File: src/rtl/sd_blkx_pkg.sv
package sd_blkx_pkg;
  typedef enum logic [3:0] {
    ST_IDLE, ST_HUNT, ST_RDAT, ST_RCRC,
    ST_WTOK, ST_WDAT, ST_WCRC, ST_WRSP, ST_WBSY, ST_TAIL
  } xst_e;

  localparam logic [7:0] TOK_START = 8'hFE;
  localparam logic [7:0] FILL_BYTE = 8'hFF;
  localparam logic [7:0] RSP_MASK  = 8'h1F;
  localparam logic [7:0] RSP_GOOD  = 8'h05;
endpackage

File: src/rtl/sd_blkx_tokdec.sv
module sd_blkx_tokdec
  import sd_blkx_pkg::*;
(
  input  logic [7:0] rx,
  output logic       is_start,
  output logic       rsp_ok,
  output logic       is_busy
);
  assign is_start = (rx == TOK_START);
  assign rsp_ok   = ((rx & RSP_MASK) == RSP_GOOD);
  assign is_busy  = (rx == 8'h00);
endmodule

File: src/rtl/sd_blkx_ctr.sv
module sd_blkx_ctr #(
  parameter int W = 10
) (
  input  logic         clk,
  input  logic         rst_n,
  input  logic         clr,
  input  logic         inc,
  output logic [W-1:0] q
);
  logic [W-1:0] q_n;

  always_comb begin
    q_n = q;
    if (clr)      q_n = '0;
    else if (inc) q_n = q + W'(1);
  end

  always_ff @(posedge clk or negedge rst_n) begin
    if (!rst_n) q <= '0;
    else        q <= q_n;
  end

  AST_CTR_NO_WRAP: assert property (@(posedge clk) disable iff (!rst_n)
    (inc && !clr) |-> (q != {W{1'b1}}));
endmodule

File: src/rtl/sd_blk_xfer.sv
module sd_blk_xfer
  import sd_blkx_pkg::*;
#(
  parameter int MAX_LEN  = 512,
  parameter int POLL_MAX = 4096,
  localparam int LEN_W   = $clog2(MAX_LEN + 1),
  localparam int ADDR_W  = $clog2(MAX_LEN),
  localparam int POLL_W  = $clog2(POLL_MAX + 1)
) (
  input  logic              clk,
  input  logic              rst_n,
  input  logic              start,
  input  logic              is_write,
  input  logic [LEN_W-1:0]  len,
  output logic              busy,
  output logic              done,
  output logic              err,
  output logic              tmo,
  output logic              cs_n,
  output logic              xch_req,
  output logic [7:0]        xch_tx,
  input  logic              xch_done,
  input  logic [7:0]        xch_rx,
  output logic [ADDR_W-1:0] buf_addr,
  output logic              buf_we,
  output logic [7:0]        buf_wdata,
  input  logic [7:0]        buf_rdata
);
  xst_e             state_q, state_n;
  logic             infl_q, infl_n;
  logic             cs_n_q, cs_n_n;
  logic             req_q, req_n;
  logic [7:0]       tx_q, tx_n;
  logic             done_q, done_n;
  logic             err_q, err_n;
  logic             tmo_q, tmo_n;
  logic             wr_q, wr_n;
  logic [LEN_W-1:0] len_q, len_n;

  logic             idx_clr, idx_inc, poll_clr, poll_inc;
  logic [LEN_W-1:0] idx;
  logic [POLL_W-1:0] poll_cnt;
  logic             rx_start, rx_rsp_ok, rx_busy;
  logic             xfer, last_pay, poll_end;

  sd_blkx_ctr #(.W(LEN_W)) u_idx (
    .clk(clk), .rst_n(rst_n), .clr(idx_clr), .inc(idx_inc), .q(idx));

  sd_blkx_ctr #(.W(POLL_W)) u_poll (
    .clk(clk), .rst_n(rst_n), .clr(poll_clr), .inc(poll_inc), .q(poll_cnt));

  sd_blkx_tokdec u_dec (
    .rx(xch_rx), .is_start(rx_start), .rsp_ok(rx_rsp_ok), .is_busy(rx_busy));

  assign xfer     = infl_q && xch_done;
  assign last_pay = (idx == len_q - LEN_W'(1));
  assign poll_end = (poll_cnt == POLL_W'(POLL_MAX - 1));

  always_comb begin
    state_n  = state_q;
    infl_n   = infl_q;
    cs_n_n   = cs_n_q;
    req_n    = 1'b0;
    tx_n     = tx_q;
    done_n   = 1'b0;
    err_n    = err_q;
    tmo_n    = tmo_q;
    wr_n     = wr_q;
    len_n    = len_q;
    idx_clr  = 1'b0;
    idx_inc  = 1'b0;
    poll_clr = 1'b0;
    poll_inc = 1'b0;

    if (state_q == ST_IDLE) begin
      if (start) begin
        state_n  = is_write ? ST_WTOK : ST_HUNT;
        cs_n_n   = 1'b0;
        err_n    = 1'b0;
        tmo_n    = 1'b0;
        wr_n     = is_write;
        len_n    = len;
        idx_clr  = 1'b1;
        poll_clr = 1'b1;
      end
    end else if (!infl_q) begin
      req_n  = 1'b1;
      infl_n = 1'b1;
      case (state_q)
        ST_WTOK: tx_n = TOK_START;
        ST_WDAT: tx_n = buf_rdata;
        default: tx_n = FILL_BYTE;
      endcase
    end else if (xfer) begin
      infl_n = 1'b0;
      case (state_q)
        ST_HUNT: begin
          if (rx_start) begin
            state_n = ST_RDAT;
            idx_clr = 1'b1;
          end else if (poll_end) begin
            tmo_n   = 1'b1;
            state_n = ST_TAIL;
            cs_n_n  = 1'b1;
          end else begin
            poll_inc = 1'b1;
          end
        end
        ST_RDAT, ST_WDAT: begin
          if (last_pay) begin
            state_n = (state_q == ST_RDAT) ? ST_RCRC : ST_WCRC;
            idx_clr = 1'b1;
          end else begin
            idx_inc = 1'b1;
          end
        end
        ST_RCRC, ST_WCRC: begin
          if (idx == LEN_W'(1)) begin
            if (state_q == ST_RCRC) begin
              state_n = ST_TAIL;
              cs_n_n  = 1'b1;
            end else begin
              state_n = ST_WRSP;
            end
          end else begin
            idx_inc = 1'b1;
          end
        end
        ST_WTOK: state_n = ST_WDAT;
        ST_WRSP: begin
          if (rx_rsp_ok) begin
            state_n  = ST_WBSY;
            poll_clr = 1'b1;
          end else begin
            err_n   = 1'b1;
            state_n = ST_TAIL;
            cs_n_n  = 1'b1;
          end
        end
        ST_WBSY: begin
          if (!rx_busy) begin
            state_n = ST_TAIL;
            cs_n_n  = 1'b1;
          end else if (poll_end) begin
            tmo_n   = 1'b1;
            state_n = ST_TAIL;
            cs_n_n  = 1'b1;
          end else begin
            poll_inc = 1'b1;
          end
        end
        ST_TAIL: begin
          state_n = ST_IDLE;
          done_n  = 1'b1;
        end
        default: state_n = ST_IDLE;
      endcase
    end
  end

  always_ff @(posedge clk or negedge rst_n) begin
    if (!rst_n) begin
      state_q <= ST_IDLE;
      infl_q  <= 1'b0;
      cs_n_q  <= 1'b1;
      req_q   <= 1'b0;
      tx_q    <= 8'hFF;
      done_q  <= 1'b0;
      err_q   <= 1'b0;
      tmo_q   <= 1'b0;
      wr_q    <= 1'b0;
      len_q   <= '0;
    end else begin
      state_q <= state_n;
      infl_q  <= infl_n;
      cs_n_q  <= cs_n_n;
      req_q   <= req_n;
      tx_q    <= tx_n;
      done_q  <= done_n;
      err_q   <= err_n;
      tmo_q   <= tmo_n;
      wr_q    <= wr_n;
      len_q   <= len_n;
    end
  end

  assign busy      = (state_q != ST_IDLE);
  assign done      = done_q;
  assign err       = err_q;
  assign tmo       = tmo_q;
  assign cs_n      = cs_n_q;
  assign xch_req   = req_q;
  assign xch_tx    = tx_q;
  assign buf_addr  = idx[ADDR_W-1:0];
  assign buf_we    = (state_q == ST_RDAT) && xfer;
  assign buf_wdata = xch_rx;

  AST_IDLE_QUIET: assert property (@(posedge clk) disable iff (!rst_n)
    !busy |-> (cs_n && !xch_req));
  AST_CS_LOW_PAYLOAD: assert property (@(posedge clk) disable iff (!rst_n)
    (xch_req && (state_q == ST_RDAT || state_q == ST_WDAT)) |-> !cs_n);
  AST_NO_BUF_WRITE_ON_TX: assert property (@(posedge clk) disable iff (!rst_n)
    buf_we |-> !wr_q);
  AST_START_TOKEN: assert property (@(posedge clk) disable iff (!rst_n)
    (xch_req && state_q == ST_WTOK) |-> (xch_tx == TOK_START));
  AST_TAIL_BYTE: assert property (@(posedge clk) disable iff (!rst_n)
    (xch_req && state_q == ST_TAIL) |-> (cs_n && xch_tx == FILL_BYTE));
  AST_DONE_CS_HIGH: assert property (@(posedge clk) disable iff (!rst_n)
    done |-> (cs_n && !busy));
  AST_POLL_BOUND: assert property (@(posedge clk) disable iff (!rst_n)
    poll_cnt < POLL_W'(POLL_MAX));
  AST_FLAGS_EXCL: assert property (@(posedge clk) disable iff (!rst_n)
    !(err && tmo));
endmodule

File: config.mk
export PLATFORM = sky130hd
export DESIGN_NAME = sd_blk_xfer
export DESIGN_NICKNAME = d
export VERILOG_FILES = /design/src/rtl/sd_blkx_pkg.sv /design/src/rtl/sd_blkx_tokdec.sv /design/src/rtl/sd_blkx_ctr.sv /design/src/rtl/sd_blk_xfer.sv
export SDC_FILE = /design/constraint.sdc
export NUM_CORES = 1
export LEC_CHECK = 0
export ABC_AREA = 1
export CAP_MARGIN = 20
export CORE_ASPECT_RATIO = 1.4
export CORE_UTILIZATION = 57
export CTS_BUF_LIST = sky130_fd_sc_hd__clkbuf_8 sky130_fd_sc_hd__clkbuf_16
export DETAILED_ROUTE_END_ITERATION = 7
export GPL_TIMING_DRIVEN = 0
export PLACE_DENSITY = 0.91
export SYNTH_ARGS = -nofsm -noshare
export SYNTH_HDL_FRONTEND = slang
export SYNTH_HIERARCHICAL = 1
export SYNTH_SLANG_ARGS = --single-unit
File: constraint.sdc
create_clock -name clk -period 4.4 [get_ports clk]
set_input_delay 0.66 -clock clk [delete_from_list [all_inputs] [get_ports clk]]
set_output_delay 0.66 -clock clk [all_outputs]
set_load 0.02 [all_outputs]
==> results.toml <==
[cts]
cts_sinks = 51
cts_buffers = 5
cts-resized-gates = 0
hold_buffers = 0
clock_tree.root_cell = "clkbuf_8"
clockBufferDepth = 2
htreeDepth = 2
postCtsSetupBuffers = 0
cts_tree = "built"
path_clk_slew_ns = 0.09
worst_skew_pair.late_latency_ns = 0.30

[layout]
final_cells = 617
num_antenna_cells = 0
area_growth_pct = 24.1
fin_util_pct = 74.5
seqCellArea_um2 = 1290
drive_gt1_share_pct = 13.8
final_area_um2 = 4150
nNetsFinal = 582
multi_input_area_um2 = 1700
num-fill-cells = 459

[die]
initial_core_util_pct = 60.0
pin_count = 63
rows = 32
die_h_um = 92.6
coreArea_um2 = 5570
die_x_um = 66.7
die_area_um2 = 6180

[sta]
finalClockSkew_ns = 0.00972
timing.hold.ws_ns = 0.334
drv_slew = 0
period_share_pct = 67.0
layout_min_cycle_time_ns = 2.95
rsz0062_at_grt = "no"
finalSetupViolCount = 0
fin_ws_ns = 1.45
fmaxAchievable_mhz = 339
fin_setup_tns_ns = 0
maxSlewHeadroom_pct = 47.6
hold_viol = 0
worst_pin_slew_ns = 0.778

[placement]
placed_cells = 609
dpl_cell_area_um2 = 4060
place_congestion = 0.893
dp_hpwl_um = 6350
numPortBuffers = 62
place_ws_ns = 1.40

[power_and_ir_drop]
p_total_mw = 2.12
power_density_nw_per_um2 = 511
p_sw_share_pct = 46.2
seq_power_share_pct = 33.9
internal_power_mw = 1.14
power.switching_uw = 980
p_comb_share_pct = 54.0
ir_worst_vdd_v = 0.000220
p_clk_share_pct = 12.1
p_leak_nw = 1.99

[synthesis]
synth.avg_cell_area_um2 = 6.99
synth-async-reset-ratio_pct = 100
yosys_warnings = 6
synth_seq_cells = 51
synthDistinctLibCells = 37
syn_nets = 512
netlist_area_um2 = 3340
syn_inst = 478
dominantRegCellSynth = "dfrtp_1"
synth_edf_count = 0
yosysSeqAreaShare_pct = 38.5

[grt]
grt_pass1_wl_um = 13700
overflow = 0
grt_max_degree = 29
antenna_found_initial = 0
grtUsageTotal_pct = 28.8
grt_pass1_vias = 3188

[critical_path]
reg2reg_depth = 17
critPathLaunchType = "primary input"
r2r_end = "u_idx/q[9]$_DFFE_PN0P_"
worstPathArrival_ns = 2.29
required_ns = 3.74
end_kind = "primary output"
r2r_setup_slack_ns = 1.69
crit_type = "primary input to primary output"
timing.rr.start = "len_q[0]$_DFFE_PN0P_"
cp_max_fo = 7

[route]
avgViaCountPerCell = 5.45
ant_nets = 0
drtIter0Drc = 221
firstDrtPassIters = 5
wl_um = 8200
dr_total_vias = 3360
post_drt_wl_per_cell_um = 13.3
drc = 0

[flow_run]
maxCapViolations = 0

[outcome]
outcome = "finished, final reports clean"

[hold_path]
hp-class = "primary input to asynchronous set/reset pin"
## cell families after synthesis
family / synth area share, %
buffers and inverters: 10.7
and+or+nand+nor: 39.8
adders and majority gates: 1.12
DFF: 38.5
AOI/OAI and AO/OA: 9.14
xor gates and xnor gates: 0.786
## area by class of cell
type	instances	share of cell area (%)
Timing Repair Buffer	63	15.3
Tap cell	68	2.05
Inverter	69	6.34
Buffer	13	2.26
Multi-Input combinational cell	345	40.9
Clock inverter	3	0.362
Sequential cell	51	31.0
Clock buffer	5	1.66
## synthesized netlist by cell type (4+ instances only)
library cell | number | area share (%)
nand2_1 | 146 | 16
inv_1 | 60 | 6.7
nor2_1 | 56 | 6.3
dfrtp_1 | 42 | 31
nand3_1 | 27 | 4.0
o21ai_0 | 27 | 4.0
nor2_2 | 13 | 2.4
a21oi_1 | 12 | 1.8
nand4_1 | 11 | 2.1
buf_4 | 9 | 2.0
dfstp_2 | 9 | 7.1
inv_2 | 6 | 0.67
nand3_2 | 6 | 1.8
nor2_4 | 6 | 2.0
nor3_1 | 5 | 0.75
o21ai_2 | 5 | 1.3
o21ai_1 | 4 | 0.60
## worst max-delay path, cell delays in order
cell and delay, ns:
clkdlybuf4s50_1 0.47, nand2_1 0.18, nor4_1 0.31, clkdlybuf4s50_1 0.66
## sequential cells by signal (all words and copies together) (netlist names)
signal / flops
done: 1
len_q: 10
cs_n: 1
state_q: 4
u_poll/q: 13
infl_q: 1
xch_req: 1
tmo: 1
err: 1
xch_tx: 8
u_idx/q: 10
## metal layers
layer	GRT usage, %	routed length [um]	vias to the layer above
li1	-	-	1638
met1	33.7	3280	1597
met2	50.9	4290	106
met3	4.93	446	19
met4	11.0	184	0
met5	0	0	-
## cell usage in the layout, fill, tap and decap left out, types with 5 or more instances in the layout
master / synthesis / final
nand2_1: 146 / 146
inv_1: 60 / 62
clkdlybuf4s50_1: 0 / 61
nor2_1: 56 / 56
dfrtp_1: 42 / 42
nand3_1: 27 / 27
o21ai_0: 27 / 27
nor2_2: 13 / 13
a21oi_1: 12 / 12
nand4_1: 11 / 11
buf_4: 9 / 9
dfstp_2: 9 / 9
inv_2: 6 / 6
nor2_4: 6 / 6
nand3_2: 6 / 6
nor3_1: 5 / 5
o21ai_2: 5 / 5
clkbuf_8: 0 / 5
## worst max-delay path by stage
stage / from / to / slack (ns) / cells after the start
3_3_place_gp: rst_n / u_idx/q[4]$_DFFE_PN0P_ / 1.21 / 1
5_1_grt: xch_done / buf_we / 1.40 / 4
2_1_floorplan: len_q[0]$_DFFE_PN0P_ / u_idx/q[8]$_DFFE_PN0P_ / 2.19 / 17
4_1_cts: xch_done / buf_we / 1.46 / 4
3_5_place_dp: xch_rx[1] / u_poll/q[9]$_DFFE_PN0P_ / 1.40 / 12
6_report: xch_done / buf_we / 1.45 / 4
## power by group through the flow
stage          Clock (mW)  Combinational (mW)  Sequential (mW)
4_1_cts             0.263                1.14            0.719
3_3_place_gp            0                1.09            0.718
5_1_grt             0.281                1.28            0.735
2_1_floorplan           0               0.738            0.769
3_5_place_dp            0                1.13            0.727
6_report            0.256                1.14            0.719
No activity file was read; power rests on OpenSTA's default activity.
